$ cat config.mk
export PLATFORM = sky130hd
export DESIGN_NAME = chan_frame_sync
export DESIGN_NICKNAME = d
export VERILOG_FILES = /design/src/rtl/fsd_pkg.sv /design/src/rtl/fsd_sync_match.sv /design/src/rtl/fsd_lock_ctrl.sv /design/src/rtl/fsd_symbol_framer.sv /design/src/rtl/chan_frame_sync.sv
export SDC_FILE = /design/constraint.sdc
export NUM_CORES = 1
export LEC_CHECK = 0
export BUFFER_PORTS_ARGS = -buffer_cell sky130_fd_sc_hd__buf_4
export CORE_ASPECT_RATIO = 1.5
export CORE_MARGIN = 2
export CORE_UTILIZATION = 45
export CTS_CLUSTER_DIAMETER = 200
export CTS_CLUSTER_SIZE = 24
export DETAILED_ROUTE_END_ITERATION = 12
export PLACE_DENSITY_LB_ADDON = 0.3
export SLEW_MARGIN = 10
export SYNTH_ARGS = -nofsm -noshare
export SYNTH_HDL_FRONTEND = slang
export SYNTH_SLANG_ARGS = --single-unit
$ cat constraint.sdc
create_clock -name clk -period 4.6 [get_ports clk]
set_clock_uncertainty 0.1 [all_clocks]
set_input_delay 0 -clock clk [delete_from_list [all_inputs] [get_ports clk]]
set_output_delay 0 -clock clk [all_outputs]
set_load 0.02 [all_outputs]
$ cat src/rtl/fsd_pkg.sv
`timescale 1ns/1ps
package fsd_pkg;

    typedef enum logic {
        L_HUNT,
        L_GUARD
    } lock_state_t;

    typedef enum logic [1:0] {
        F_IDLE,
        F_LEAD,
        F_SYM,
        F_MERGE
    } frame_state_t;

    // Marker pattern: ones at both ends and in the middle, zero runs between.
    function automatic logic [31:0] sync_pattern(input int zero_run);
        logic [31:0] p;
        p = '0;
        p[0] = 1'b1;
        p[zero_run + 1] = 1'b1;
        p[2 * zero_run + 2] = 1'b1;
        return p;
    endfunction

endpackage

$ cat src/rtl/fsd_sync_match.sv
`timescale 1ns/1ps
module fsd_sync_match
    import fsd_pkg::*;
#(
    parameter int ZERO_RUN = 10
) (
    input  logic clk,
    input  logic rst_n,
    input  logic bit_in,
    input  logic bit_valid,
    output logic raw_match
);
    localparam int WIN = 2 * ZERO_RUN + 3;
    localparam logic [31:0] PAT_FULL = sync_pattern(ZERO_RUN);
    localparam logic [WIN-1:0] PAT = PAT_FULL[WIN-1:0];

    logic [WIN-1:0] win_q;
    logic [WIN-1:0] win_next;

    assign win_next  = {win_q[WIN-2:0], bit_in};
    assign raw_match = bit_valid && (win_next == PAT);

    always_ff @(posedge clk or negedge rst_n) begin
        if (!rst_n)         win_q <= '0;
        else if (bit_valid) win_q <= win_next;
    end
endmodule

$ cat src/rtl/fsd_lock_ctrl.sv
`timescale 1ns/1ps
module fsd_lock_ctrl
    import fsd_pkg::*;
#(
    parameter int FRAME_BITS = 588,
    parameter int LOCK_N     = 3,
    parameter int UNLOCK_N   = 3
) (
    input  logic clk,
    input  logic rst_n,
    input  logic bit_valid,
    input  logic raw_match,
    output logic frame_start,
    output logic sync_accept,
    output logic guarded
);
    localparam int CW = $clog2(FRAME_BITS + 1);
    localparam int GW = $clog2(LOCK_N + 1);
    localparam int MW = $clog2(UNLOCK_N + 1);

    lock_state_t   state_q, state_d;
    logic [CW-1:0] since_q, since_d;
    logic [GW-1:0] good_q, good_d;
    logic [MW-1:0] miss_q, miss_d;
    logic          at_exp;

    assign at_exp = bit_valid && (since_q == CW'(FRAME_BITS - 1));

    always_comb begin
        state_d     = state_q;
        good_d      = good_q;
        miss_d      = miss_q;
        frame_start = 1'b0;
        sync_accept = 1'b0;
        unique case (state_q)
            L_HUNT: begin
                if (raw_match) begin
                    frame_start = 1'b1;
                    sync_accept = 1'b1;
                    if (at_exp) begin
                        if (good_q == GW'(LOCK_N - 1)) begin
                            state_d = L_GUARD;
                            good_d  = '0;
                            miss_d  = '0;
                        end else begin
                            good_d = good_q + 1'b1;
                        end
                    end else begin
                        good_d = '0;
                    end
                end
            end
            L_GUARD: begin
                if (at_exp) begin
                    frame_start = 1'b1;
                    sync_accept = raw_match;
                    if (raw_match) begin
                        miss_d = '0;
                    end else if (miss_q == MW'(UNLOCK_N - 1)) begin
                        state_d = L_HUNT;
                        miss_d  = '0;
                        good_d  = '0;
                    end else begin
                        miss_d = miss_q + 1'b1;
                    end
                end
            end
        endcase
        if (frame_start)                      since_d = '0;
        else if (bit_valid && since_q != '1)  since_d = since_q + 1'b1;
        else                                  since_d = since_q;
    end

    always_ff @(posedge clk or negedge rst_n) begin
        if (!rst_n) begin
            state_q <= L_HUNT;
            since_q <= '1;
            good_q  <= '0;
            miss_q  <= '0;
        end else begin
            state_q <= state_d;
            since_q <= since_d;
            good_q  <= good_d;
            miss_q  <= miss_d;
        end
    end

    assign guarded = (state_q == L_GUARD);

    a_r4_guard_entry: assert property (@(posedge clk) disable iff (!rst_n)
        (state_q == L_GUARD && $past(state_q) == L_HUNT) |-> $past(raw_match && at_exp));

    a_r10_guard_exit: assert property (@(posedge clk) disable iff (!rst_n)
        (state_q == L_HUNT && $past(state_q) == L_GUARD) |-> $past(at_exp && !raw_match));

    a_r9_flywheel_bound: assert property (@(posedge clk) disable iff (!rst_n)
        (state_q == L_GUARD) |-> (since_q < CW'(FRAME_BITS)));
endmodule

$ cat src/rtl/fsd_symbol_framer.sv
`timescale 1ns/1ps
module fsd_symbol_framer
    import fsd_pkg::*;
#(
    parameter int SYM_BITS   = 14,
    parameter int MERGE_BITS = 3,
    parameter int LEAD_BITS  = 4,
    parameter int SYMS       = 33
) (
    input  logic                clk,
    input  logic                rst_n,
    input  logic                bit_in,
    input  logic                bit_valid,
    input  logic                frame_start,
    output logic                symbol_valid,
    output logic [SYM_BITS-1:0] symbol,
    output logic                is_subcode
);
    localparam int FMAX = (SYM_BITS > LEAD_BITS) ?
                          ((SYM_BITS > MERGE_BITS) ? SYM_BITS : MERGE_BITS) :
                          ((LEAD_BITS > MERGE_BITS) ? LEAD_BITS : MERGE_BITS);
    localparam int FW = $clog2(FMAX + 1);
    localparam int IW = $clog2(SYMS + 1);

    frame_state_t        st_q, st_d;
    logic [FW-1:0]       fc_q, fc_d;
    logic [IW-1:0]       ix_q, ix_d;
    logic [SYM_BITS-1:0] sh_q, sh_d;
    logic                emit;

    always_comb begin
        st_d = st_q;
        fc_d = fc_q;
        ix_d = ix_q;
        sh_d = sh_q;
        emit = 1'b0;
        if (bit_valid) begin
            if (frame_start) begin
                st_d = F_LEAD;
                fc_d = '0;
                ix_d = '0;
            end else begin
                unique case (st_q)
                    F_IDLE: st_d = F_IDLE;
                    F_LEAD: begin
                        if (fc_q == FW'(LEAD_BITS - 1)) begin
                            st_d = F_SYM;
                            fc_d = '0;
                        end else begin
                            fc_d = fc_q + 1'b1;
                        end
                    end
                    F_SYM: begin
                        sh_d = {sh_q[SYM_BITS-2:0], bit_in};
                        if (fc_q == FW'(SYM_BITS - 1)) begin
                            emit = 1'b1;
                            st_d = F_MERGE;
                            fc_d = '0;
                        end else begin
                            fc_d = fc_q + 1'b1;
                        end
                    end
                    F_MERGE: begin
                        if (fc_q == FW'(MERGE_BITS - 1)) begin
                            fc_d = '0;
                            if (ix_q == IW'(SYMS - 1)) begin
                                st_d = F_IDLE;
                            end else begin
                                st_d = F_SYM;
                                ix_d = ix_q + 1'b1;
                            end
                        end else begin
                            fc_d = fc_q + 1'b1;
                        end
                    end
                endcase
            end
        end
    end

    always_ff @(posedge clk or negedge rst_n) begin
        if (!rst_n) begin
            st_q <= F_IDLE;
            fc_q <= '0;
            ix_q <= '0;
            sh_q <= '0;
        end else begin
            st_q <= st_d;
            fc_q <= fc_d;
            ix_q <= ix_d;
            sh_q <= sh_d;
        end
    end

    always_ff @(posedge clk or negedge rst_n) begin
        if (!rst_n) begin
            symbol_valid <= 1'b0;
            symbol       <= '0;
            is_subcode   <= 1'b0;
        end else begin
            symbol_valid <= emit;
            if (emit) begin
                symbol     <= sh_d;
                is_subcode <= (ix_q == '0);
            end
        end
    end

    a_r7_merge_gap: assert property (@(posedge clk) disable iff (!rst_n)
        symbol_valid |=> !symbol_valid);

    a_r7_index_range: assert property (@(posedge clk) disable iff (!rst_n)
        ix_q < IW'(SYMS));
endmodule

$ cat src/rtl/chan_frame_sync.sv
`timescale 1ns/1ps
module chan_frame_sync
    import fsd_pkg::*;
#(
    parameter int ZERO_RUN   = 10,
    parameter int FRAME_BITS = 588,
    parameter int SYM_BITS   = 14,
    parameter int MERGE_BITS = 3,
    parameter int SYMS       = 33,
    parameter int LOCK_N     = 3,
    parameter int UNLOCK_N   = 3
) (
    input  logic                clk,
    input  logic                rst_n,
    input  logic                bit_in,
    input  logic                bit_valid,
    output logic                sync_pulse,
    output logic                guarded_sync,
    output logic                symbol_valid,
    output logic [SYM_BITS-1:0] symbol,
    output logic                is_subcode
);
    // Skipped after the 23-bit window: closing sync bit plus merging bits.
    localparam int LEAD_BITS = 1 + MERGE_BITS;

    logic raw_match;
    logic frame_start;
    logic sync_accept;

    fsd_sync_match #(.ZERO_RUN(ZERO_RUN)) u_match (
        .clk       (clk),
        .rst_n     (rst_n),
        .bit_in    (bit_in),
        .bit_valid (bit_valid),
        .raw_match (raw_match)
    );

    fsd_lock_ctrl #(
        .FRAME_BITS (FRAME_BITS),
        .LOCK_N     (LOCK_N),
        .UNLOCK_N   (UNLOCK_N)
    ) u_lock (
        .clk         (clk),
        .rst_n       (rst_n),
        .bit_valid   (bit_valid),
        .raw_match   (raw_match),
        .frame_start (frame_start),
        .sync_accept (sync_accept),
        .guarded     (guarded_sync)
    );

    fsd_symbol_framer #(
        .SYM_BITS   (SYM_BITS),
        .MERGE_BITS (MERGE_BITS),
        .LEAD_BITS  (LEAD_BITS),
        .SYMS       (SYMS)
    ) u_framer (
        .clk          (clk),
        .rst_n        (rst_n),
        .bit_in       (bit_in),
        .bit_valid    (bit_valid),
        .frame_start  (frame_start),
        .symbol_valid (symbol_valid),
        .symbol       (symbol),
        .is_subcode   (is_subcode)
    );

    always_ff @(posedge clk or negedge rst_n) begin
        if (!rst_n) sync_pulse <= 1'b0;
        else        sync_pulse <= sync_accept;
    end

    a_r2_no_back_to_back: assert property (@(posedge clk) disable iff (!rst_n)
        sync_pulse |=> !sync_pulse);

    a_r5_start_quiet: assert property (@(posedge clk) disable iff (!rst_n)
        sync_pulse |-> !symbol_valid);
endmodule

==> results.json, run 1 <==
{
  "cp-end-kind": "flip-flop",
  "clockRootBuffer": "clkbuf_16",
  "clock_power_share_pct": 39.3,
  "nFillCells": 736,
  "cts_sinks": 79,
  "grt_pass1_wl_mm": 10.7,
  "clkSlewWorstSetupHoldPaths_ns": 0.06,
  "diodes": 0,
  "syn_area_per_cell_um2": 12.2,
  "path_buf_inv": 0,
  "yosysWarnings": 0,
  "power.share.switching_pct": 25.7,
  "ys_seq_area_share_pct": 55.3,
  "io_buffers": 21,
  "track_usage_pct": 15.7,
  "p_seq_share_pct": 50.1,
  "route.detailed.drc": 0,
  "fmax_ghz": 0.335,
  "drive_above_1_share_pct": 26.0,
  "gp_congestion": 0.767,
  "period_share_pct": 64.9,
  "area_growth_pct": 16.0,
  "synth_top_area_share_pct": 48.0,
  "start_util_pct": 45.5,
  "cts_setup_buffers": 0,
  "finalCriticalPeriod_ns": 2.98,
  "comb_power_share_pct": 10.6,
  "status": "completed",
  "ios": 22,
  "row_count": 40,
  "clk_latency_ns": 0.34,
  "core_mm2": 0.00791,
  "rrSetupSlack_ns": 1.62,
  "tritoncts": "built",
  "dr_wl_met3_um": 209,
  "path_cells": "or4b_1 -> or4_4 -> o31ai_4 -> nor3_2 -> mux2_1",
  "setup_viol_count_final": 0,
  "switchingPower_mw": 0.471,
  "ctsResizeCount": 0,
  "synth_common_cells": "dfrtp_1 (69), mux2_2 (32), nor2_1 (25)",
  "pre_cts_ws_ns": 1.61,
  "yosys.area.top_type": "dfrtp_1",
  "multiInputGateArea_mm2": 0.00153,
  "crit_type": "flip-flop to flip-flop",
  "antenna_found_initial": 0,
  "wl_per_cell_um": 14.5,
  "rr_startpoint": "u_match.win_q[7]",
  "ir_drop_uv": 305,
  "maxCapViolCount": 0,
  "dp_hpwl_mm": 4.14,
  "grt_max_degree": 80,
  "ys_types": 52,
  "wl_met1_mm": 2.60,
  "cp_slowest_cell": "o31ai_4",
  "drt_iter0_drc": 122,
  "drv_slew": 0,
  "ys_top_cells_by_area": "dfrtp_1 (48%), mux2_2 (10%), dfstp_2 (7.3%)",
  "first_pass_iters": 4,
  "holdCritStartpoint": "bit_valid",
  "ys_seq_elements": 79,
  "die_h_um": 114,
  "synth_edf_count": 0,
  "cts_buffers": 9,
  "dp.cells": 410,
  "synth_top_flop_cell": "dfrtp_1",
  "die_x_um": 77.0,
  "grt_pass1_vias": 2321,
  "drt_wl_total_mm": 6.19,
  "total_leakage_power_nw": 1.88,
  "crit_family": "simple AND/OR/NAND/NOR gates",
  "yosysMostFrequentCell": "dfrtp_1",
  "fin_nets": 328,
  "r2r_end": "u_framer.sh_q[2]",
  "cp-start-kind": "flip-flop",
  "worstPathMaxFanout": 17,
  "finalHoldViolations": 0,
  "grt_setup_unrepaired": "no",
  "powerDensity_mw_per_mm2": 438,
  "internal-power_mw": 1.36,
  "slew_headroom_pct": 31.5,
  "crit_path_max_incr_delay_ns": 0.63,
  "ff_latch_area_mm2": 0.00199,
  "final.setup.worst_slack_ns": 1.62,
  "syn_inst": 294,
  "required_ns": 4.72,
  "synth_fp_nets": 304,
  "h-tree-depth": 3,
  "worstHoldPathType": "input port to flip-flop",
  "die_area_mm2": 0.00875,
  "rr_worst_depth": 5,
  "synth_async_sr_flop_share_pct": 100,
  "whs_endpoint": "u_framer.fc_q[3]",
  "fin_cells": 428,
  "hold_path_depth": 3,
  "via_per_inst": 5.41,
  "ant_nets": 0,
  "via_count": 2315,
  "grt_overflow_total": 0,
  "syn_area_mm2": 0.00360,
  "wl_met2_mm": 3.22,
  "worst_pin_slew_ns": 1.02,
  "clock_path_buffers": 2,
  "arrival_ns": 3.11,
  "top_layer": "met4",
  "setup_tns_ns": 0
}
-- worst reg2reg max path, stage by stage, from the launching register on --
cell and delay (ns):
dfrtp_1 0.40, or4b_1 0.51, or4_4 0.53, o31ai_4 0.63
nor3_2 0.32, mux2_1 0.38
-- routing by layer --
| layer | track usage [%] | up-vias |
|---|---|---|
| met2 | 26.3 | 39 |
| met3 | 3.96 | 14 |
| li1 | - | 1109 |
| met5 | 0 | - |
| met4 | 9.17 | 0 |
| met1 | 18.2 | 1153 |
-- power groups by stage --
stage	Combinational [mW]	Sequential (mW)	Clock [mW]
global route	0.226	0.936	0.760
floorplan	0.157	0.900	0
detailed placement	0.197	0.929	0
finish	0.195	0.917	0.719
CTS	0.200	0.917	0.738
global placement	0.189	0.924	0
-- metrics by stage --
stage / hold WS (ns) / total power [mW] / utilization [%] / instance area (um^2)
floorplan: -0.396 / 1.06 / - / 3600
global placement: 0.119 / 1.11 / 48.7 / 3850
detailed placement: 0.119 / 1.13 / 48.7 / 3850
CTS: 0.0167 / 1.85 / 52.8 / 4180
global route: 0.0474 / 1.92 / 52.8 / 4180
finish: 0.0248 / 1.83 / 52.8 / 4180
-- worst max path at each step --
| stage | start | to | slack, ns | depth (start not counted) |
|---|---|---|---|---|
| final | u_match.win_q[7] | u_framer.sh_q[2] | 1.62 | 5 |
| after detailed placement | u_match.win_q[7] | u_framer.sh_q[6] | 1.61 | 5 |
| after global placement | u_match.win_q[7] | u_framer.sh_q[2] | 1.63 | 5 |
| after global routing | u_match.win_q[7] | u_framer.sh_q[12] | 1.49 | 5 |
| after floorplan | u_match.win_q[7] | u_framer.symbol[10] | 2.08 | 6 |
| after CTS | u_match.win_q[7] | u_framer.sh_q[10] | 1.59 | 5 |
-- final cells by class --
class                   count  area share (%)
clock buffers               9            5.39
clock inverters             7            1.89
inverters                   9           0.809
multi-input cells         195            36.7
flip-flops and latches     79            47.6
well taps                 105            3.15
repair buffers             24            4.43
-- registers in the layout (all words and copies together) (netlist names), 2 cells and up --
signal           cells
u_match.win_q       22
u_framer.symbol     14
u_framer.sh_q       13
u_lock.since_q      10
u_framer.ix_q        6
u_framer.fc_q        4
u_framer.st_q        2
u_lock.good_q        2
u_lock.miss_q        2
-- layout by cell type, fill, tap and decap left out, types with 3 or more instances in the layout --
master,n
dfrtp_1,69
mux2_2,32
nor2_1,25
buf_4,22
mux2_1,19
nand2_1,15
nand3_1,10
o21ai_0,10
dfstp_2,10
inv_1,9
clkbuf_16,9
xor2_1,8
nor4b_1,6
ha_1,6
nand4_1,5
xnor2_1,4
a21oi_1,4
nor4_1,3
nor3b_1,3
nor3_1,3
mux2i_1,3
inv_6,3
clkinvlp_4,3
-- cell families after synthesis --
logic type,count (synthesis),share of synthesized area (%)
and+or+nand+nor,83,12.5
DFF,79,55.3
muxes,54,16.8
AOI/OAI and AO/OA,40,8.06
buffers and inverters,20,2.40
xor gates and xnor gates,12,2.92
adders and majority gates,6,2.09
-- what timing repair did --
item / 4_1_cts / 5_1_grt
hold buffers: 2 / 0
setup endpoints to repair: 0 / 0
endpoints found under the hold margin: 72 / 0
Note: power is estimated with default switching activity, not from simulation.
==> run 2: changes to the inputs <==
- clock period: 4.6 -> 2.6 ns (I/O delays scaled with it)
==> run 2 against run 1 <==
Net effect:
- sequential power up 77%
- largest power group unchanged
- via count is 1.3% higher
- clock power is 99% higher
- maximum frequency grew 16%
- flip-flop and latch count is the same
- register-to-register slack worse by 1.6 ns
- die area unchanged
- critical path type unchanged
- non-clock buffer count rose by 10
- final area grew 3.1%
==> results.json, run 2 (same netlist as run 1, synthesis figures left out) <==
{
  "grt_setup_unrepaired": "yes",
  "ir_drop_uv": 524,
  "die_h_um": 114,
  "clockRootBuffer": "clkbuf_16",
  "cp_slowest_cell": "or4b_1",
  "rrSetupSlack_ns": 0.03,
  "start_util_pct": 45.5,
  "period_share_pct": 98.7,
  "tritoncts": "built",
  "drt_iter0_drc": 176,
  "antenna_found_initial": 0,
  "die_x_um": 77.0,
  "gp_congestion": 0.862,
  "via_count": 2346,
  "mostFrequentLayoutCells": "dfrtp_1 (69), mux2_2 (32), buf_4 (30)",
  "drt_wl_total_mm": 6.26,
  "finalHoldViolations": 0,
  "diodes": 0,
  "dp.cells": 419,
  "regMostFlops": "u_match.win_q",
  "cts_buffers": 9,
  "drv_slew": 0,
  "fin_nets": 338,
  "crit_family": "simple AND/OR/NAND/NOR gates",
  "h-tree-depth": 3,
  "dp_hpwl_mm": 4.12,
  "grt_pass1_vias": 2353,
  "final.setup.worst_slack_ns": 0.0333,
  "slew_headroom_pct": 32.4,
  "powerDensity_mw_per_mm2": 787,
  "status": "completed",
  "largest_reg_flops": 22,
  "total_leakage_power_nw": 1.96,
  "grtUsageMet1_pct": 18.4,
  "grt_overflow_total": 0,
  "path_buf_inv": 1,
  "clk_latency_ns": 0.34,
  "grt_pass1_wl_mm": 10.8,
  "core_mm2": 0.00791,
  "use_met2_pct": 26.5,
  "drive_above_1_share_pct": 27.9,
  "setup_viol_count_final": 0,
  "finalCriticalPeriod_ns": 2.57,
  "place_area_mm2": 0.00392,
  "gr-max-usage-layer": "met2",
  "clock_path_buffers": 2,
  "fin_total_pwr_mw": 3.39,
  "track_usage_pct": 15.8,
  "worstPathMaxFanout": 13,
  "die_area_mm2": 0.00875,
  "row_count": 40,
  "setup_tns_ns": 0,
  "io_buffers": 21,
  "post-route-util_pct": 54.5,
  "nFillCells": 713,
  "worstHoldPathType": "input port to asynchronous set/reset pin",
  "first_pass_iters": 4,
  "top_regs": "u_match.win_q x22, u_framer.symbol x14, u_framer.sh_q x13",
  "crit_type": "flip-flop to flip-flop",
  "ctsResizeCount": 0,
  "wl_per_cell_um": 14.3,
  "met3_usage_pct": 4.51,
  "ant_nets": 0,
  "maxCapViolCount": 0,
  "grt_max_degree": 80,
  "path_cells": "or4b_1 -> or4_4 -> o31ai_4 -> buf_4 -> o21ai_0 -> mux2_2",
  "crit_path_max_incr_delay_ns": 0.52,
  "clkSlewWorstSetupHoldPaths_ns": 0.06,
  "cp-start-kind": "flip-flop",
  "fmax_ghz": 0.390,
  "whs_ns": 0.242,
  "required_ns": 2.72,
  "area_growth_pct": 19.7,
  "fin_area_mm2": 0.00431,
  "route.detailed.drc": 0,
  "final_common_cell": "dfrtp_1",
  "via_per_inst": 5.36,
  "cts_sinks": 79,
  "cp-end-kind": "flip-flop",
  "pre_cts_ws_ns": 0.0216,
  "ios": 22,
  "fin_cells": 438,
  "worst_pin_slew_ns": 1.01,
  "arrival_ns": 2.69
}
run 2: cell count changes in the layout (fill, tap and decap cells not counted):
| cell | previous run | this run |
|---|---|---|
| clkinv_2 | 0 | 1 |
| clkinvlp_4 | 3 | 1 |
| dlygate4sd3_1 | 2 | 3 |
| clkinv_4 | 0 | 1 |
| buf_4 | 22 | 30 |
| buf_12 | 0 | 1 |
| inv_6 | 3 | 1 |
| bufinv_16 | 1 | 3 |
run 2: power by group:
group	leakage, nW	switching, mW	internal, mW
combinational	0.772	0.147	0.196
sequential	1.02	0.156	1.46
clock	0.166	0.493	0.940
run 2: path summary, 6_finish.rpt:
path	startpoint	endpoint	cells past startpoint
setup / recovery	u_match.win_q[7]	u_framer.ix_q[0]	6
hold / removal	rst_n	sync_pulse	2
setup reg to reg	u_match.win_q[7]	u_framer.ix_q[0]	6
hold reg to reg	u_framer.symbol[10]	u_framer.symbol[10]	1
max in group asynchronous	rst_n	u_framer.fc_q[3]	2
min in group clk	bit_in	u_framer.sh_q[0]	3
run 2: final cells by class:
cell class | count | area, um^2 | share of cell area [%]
inverters | 9 | 33.8 | 0.784
multi-input cells | 195 | 1530 | 35.6
well taps | 105 | 131 | 3.05
repair buffers | 34 | 275 | 6.39
flip-flops and latches | 79 | 1990 | 46.2
clock buffers | 9 | 225 | 5.23
clock inverters | 7 | 120 | 2.79
run 2: layer usage:
layer | wire [um] | part of all wire [%] | vias to the layer above
li1 | - | - | 1138
met1 | 2780 | 44 | 1170
met2 | 3190 | 51 | 31
met3 | 189 | 3.0 | 7
met4 | 97 | 1.6 | 0
met5 | 0 | 0 | -
run 2: timing repair:
action / CTS / global route
setup buffers: 0 / 1
hold buffers: 3 / 0
hold endpoints to repair: 76 / 0
endpoints found under the setup margin: 0 / 24
==> run 3: changes to the inputs <==
- BUFFER_PORTS_ARGS: -buffer_cell sky130_fd_sc_hd__buf_4 -> unset
- DONT_BUFFER_PORTS: unset -> 1
==> run 3 against run 2 <==
Net effect:
- clock power down 22%
- total power decreased by 8.6%
- combinational power rose by 3%
- final area decreased by 3.8%
- largest power group unchanged
- global-route usage rose by 0.18 points
- core utilization shrank 2.1 points
- flip-flop and latch count stayed put
- routed wire length up 0.89%
==> results.json, run 3 (same netlist as run 1, synthesis figures left out) <==
{
  "worst_pin_slew_ns": 0.950,
  "io_buffers": 0,
  "final_common_cell": "dfrtp_1",
  "wl_per_cell_um": 15.1,
  "ir_drop_uv": 473,
  "die_x_um": 77.0,
  "finalHoldViolations": 0,
  "ios": 22,
  "grt_max_degree": 80,
  "cp-start-kind": "flip-flop",
  "setup_viol_count_final": 0,
  "route.detailed.drc": 0,
  "grt_pass1_vias": 2368,
  "cp-end-kind": "flip-flop",
  "clkSlewWorstSetupHoldPaths_ns": 0.06,
  "h-tree-depth": 3,
  "path_buf_inv": 2,
  "row_count": 40,
  "arrival_ns": 2.63,
  "cts_buffers": 9,
  "drt_iter0_drc": 130,
  "tritoncts": "built",
  "track_usage_pct": 16.0,
  "status": "completed",
  "cts_sinks": 79,
  "antenna_found_initial": 0,
  "cp_slowest_cell": "or4b_1",
  "drive_above_1_share_pct": 22.6,
  "crit_type": "flip-flop to flip-flop",
  "largest_reg_flops": 22,
  "setup_tns_ns": 0,
  "slew_headroom_pct": 35.0,
  "rrSetupSlack_ns": 0.08,
  "nFillCells": 710,
  "area_growth_pct": 15.1,
  "grt_pass1_wl_mm": 11.0,
  "fin_area_mm2": 0.00414,
  "regMostFlops": "u_match.win_q",
  "maxCapViolCount": 0,
  "place_area_mm2": 0.00375,
  "drv_slew": 0,
  "worstPathMaxFanout": 16,
  "gp_congestion": 0.854,
  "crit_path_max_incr_delay_ns": 0.51,
  "grt_setup_unrepaired": "no",
  "powerDensity_mw_per_mm2": 748,
  "post-route-util_pct": 52.4,
  "clk_latency_ns": 0.33,
  "diodes": 0,
  "fmax_ghz": 0.397,
  "clockRootBuffer": "clkbuf_16",
  "required_ns": 2.71,
  "die_h_um": 114,
  "core_mm2": 0.00791,
  "clock_path_buffers": 2,
  "via_count": 2323,
  "mostFrequentLayoutCells": "dfrtp_1 (69), mux2_2 (32), nor2_1 (25)",
  "start_util_pct": 45.5,
  "finalCriticalPeriod_ns": 2.52,
  "pre_cts_ws_ns": 0.00484,
  "path_cells": "or4b_1 -> or4_4 -> o31ai_4 -> buf_6 -> nor4_4 -> buf_12 -> mux2_1",
  "worstHoldPathType": "input port to flip-flop",
  "via_per_inst": 5.54,
  "drt_wl_total_mm": 6.31,
  "first_pass_iters": 4,
  "crit_family": "simple AND/OR/NAND/NOR gates",
  "die_area_mm2": 0.00875,
  "dp_hpwl_mm": 4.14,
  "grt_overflow_total": 0,
  "final.setup.worst_slack_ns": 0.0820,
  "fin_total_pwr_mw": 3.10,
  "total_leakage_power_nw": 1.83,
  "top_regs": "u_match.win_q x22, u_framer.symbol x14, u_framer.sh_q x13",
  "ant_nets": 0,
  "fin_nets": 320,
  "period_share_pct": 96.8
}
-- run 3: power breakdown --
group,internal (mW),switching (mW),total [mW]
combinational,0.202,0.151,0.353
clock,0.642,0.480,1.12
sequential,1.46,0.166,1.63
-- run 3: metal layers --
layer	part of all wire (%)	up-vias	track usage [%]
li1	-	1102	-
met3	3.9	7	4.75
met4	2.0	0	6.79
met2	51	39	27.8
met1	43	1175	18.2
met5	0	-	0
-- run 3: timing repair --
item	4_1_cts	5_1_grt
hold endpoints to repair	119	0
hold buffers	7	0
endpoints found under the setup margin	0	30
resized for setup	0	4
setup buffers	0	2
-- run 3: worst reg2reg max path, stage by stage (launching register included) --
cell and delay [ns]:
dfrtp_1 0.39, or4b_1 0.51, or4_4 0.45, o31ai_4 0.26, buf_6 0.16, nor4_4 0.05, buf_12 0.17, mux2_1 0.32
-- run 3: area by class of cell --
class	instances	area (um^2)	share of cell area [%]
well taps	105	131	3.17
repair buffers	16	185	4.47
inverters	9	33.8	0.815
flip-flops and latches	79	1990	48.0
clock buffers	10	229	5.53
clock inverters	5	35.0	0.846
multi-input cells	195	1540	37.1
-- run 3: path summary, 6_finish.rpt --
path | endpoint | depth (start not counted) | from
max in group asynchronous | u_lock.since_q[0] | 2 | rst_n
max | u_framer.symbol[9] | 7 | u_match.win_q[7]
max reg2reg | u_framer.symbol[9] | 7 | u_match.win_q[7]
min | u_framer.fc_q[2] | 5 | bit_valid
min in group asynchronous | sync_pulse | 2 | rst_n
min reg2reg | u_framer.sh_q[12] | 1 | u_framer.sh_q[12]
-- run 3: stage by stage --
stage,hold slack (ns),cells
global placement,-0.393,396
global route,0.0667,419
detailed placement,-0.392,396
floorplan,-0.396,294
CTS,0.000619,418
finish,0.00966,419
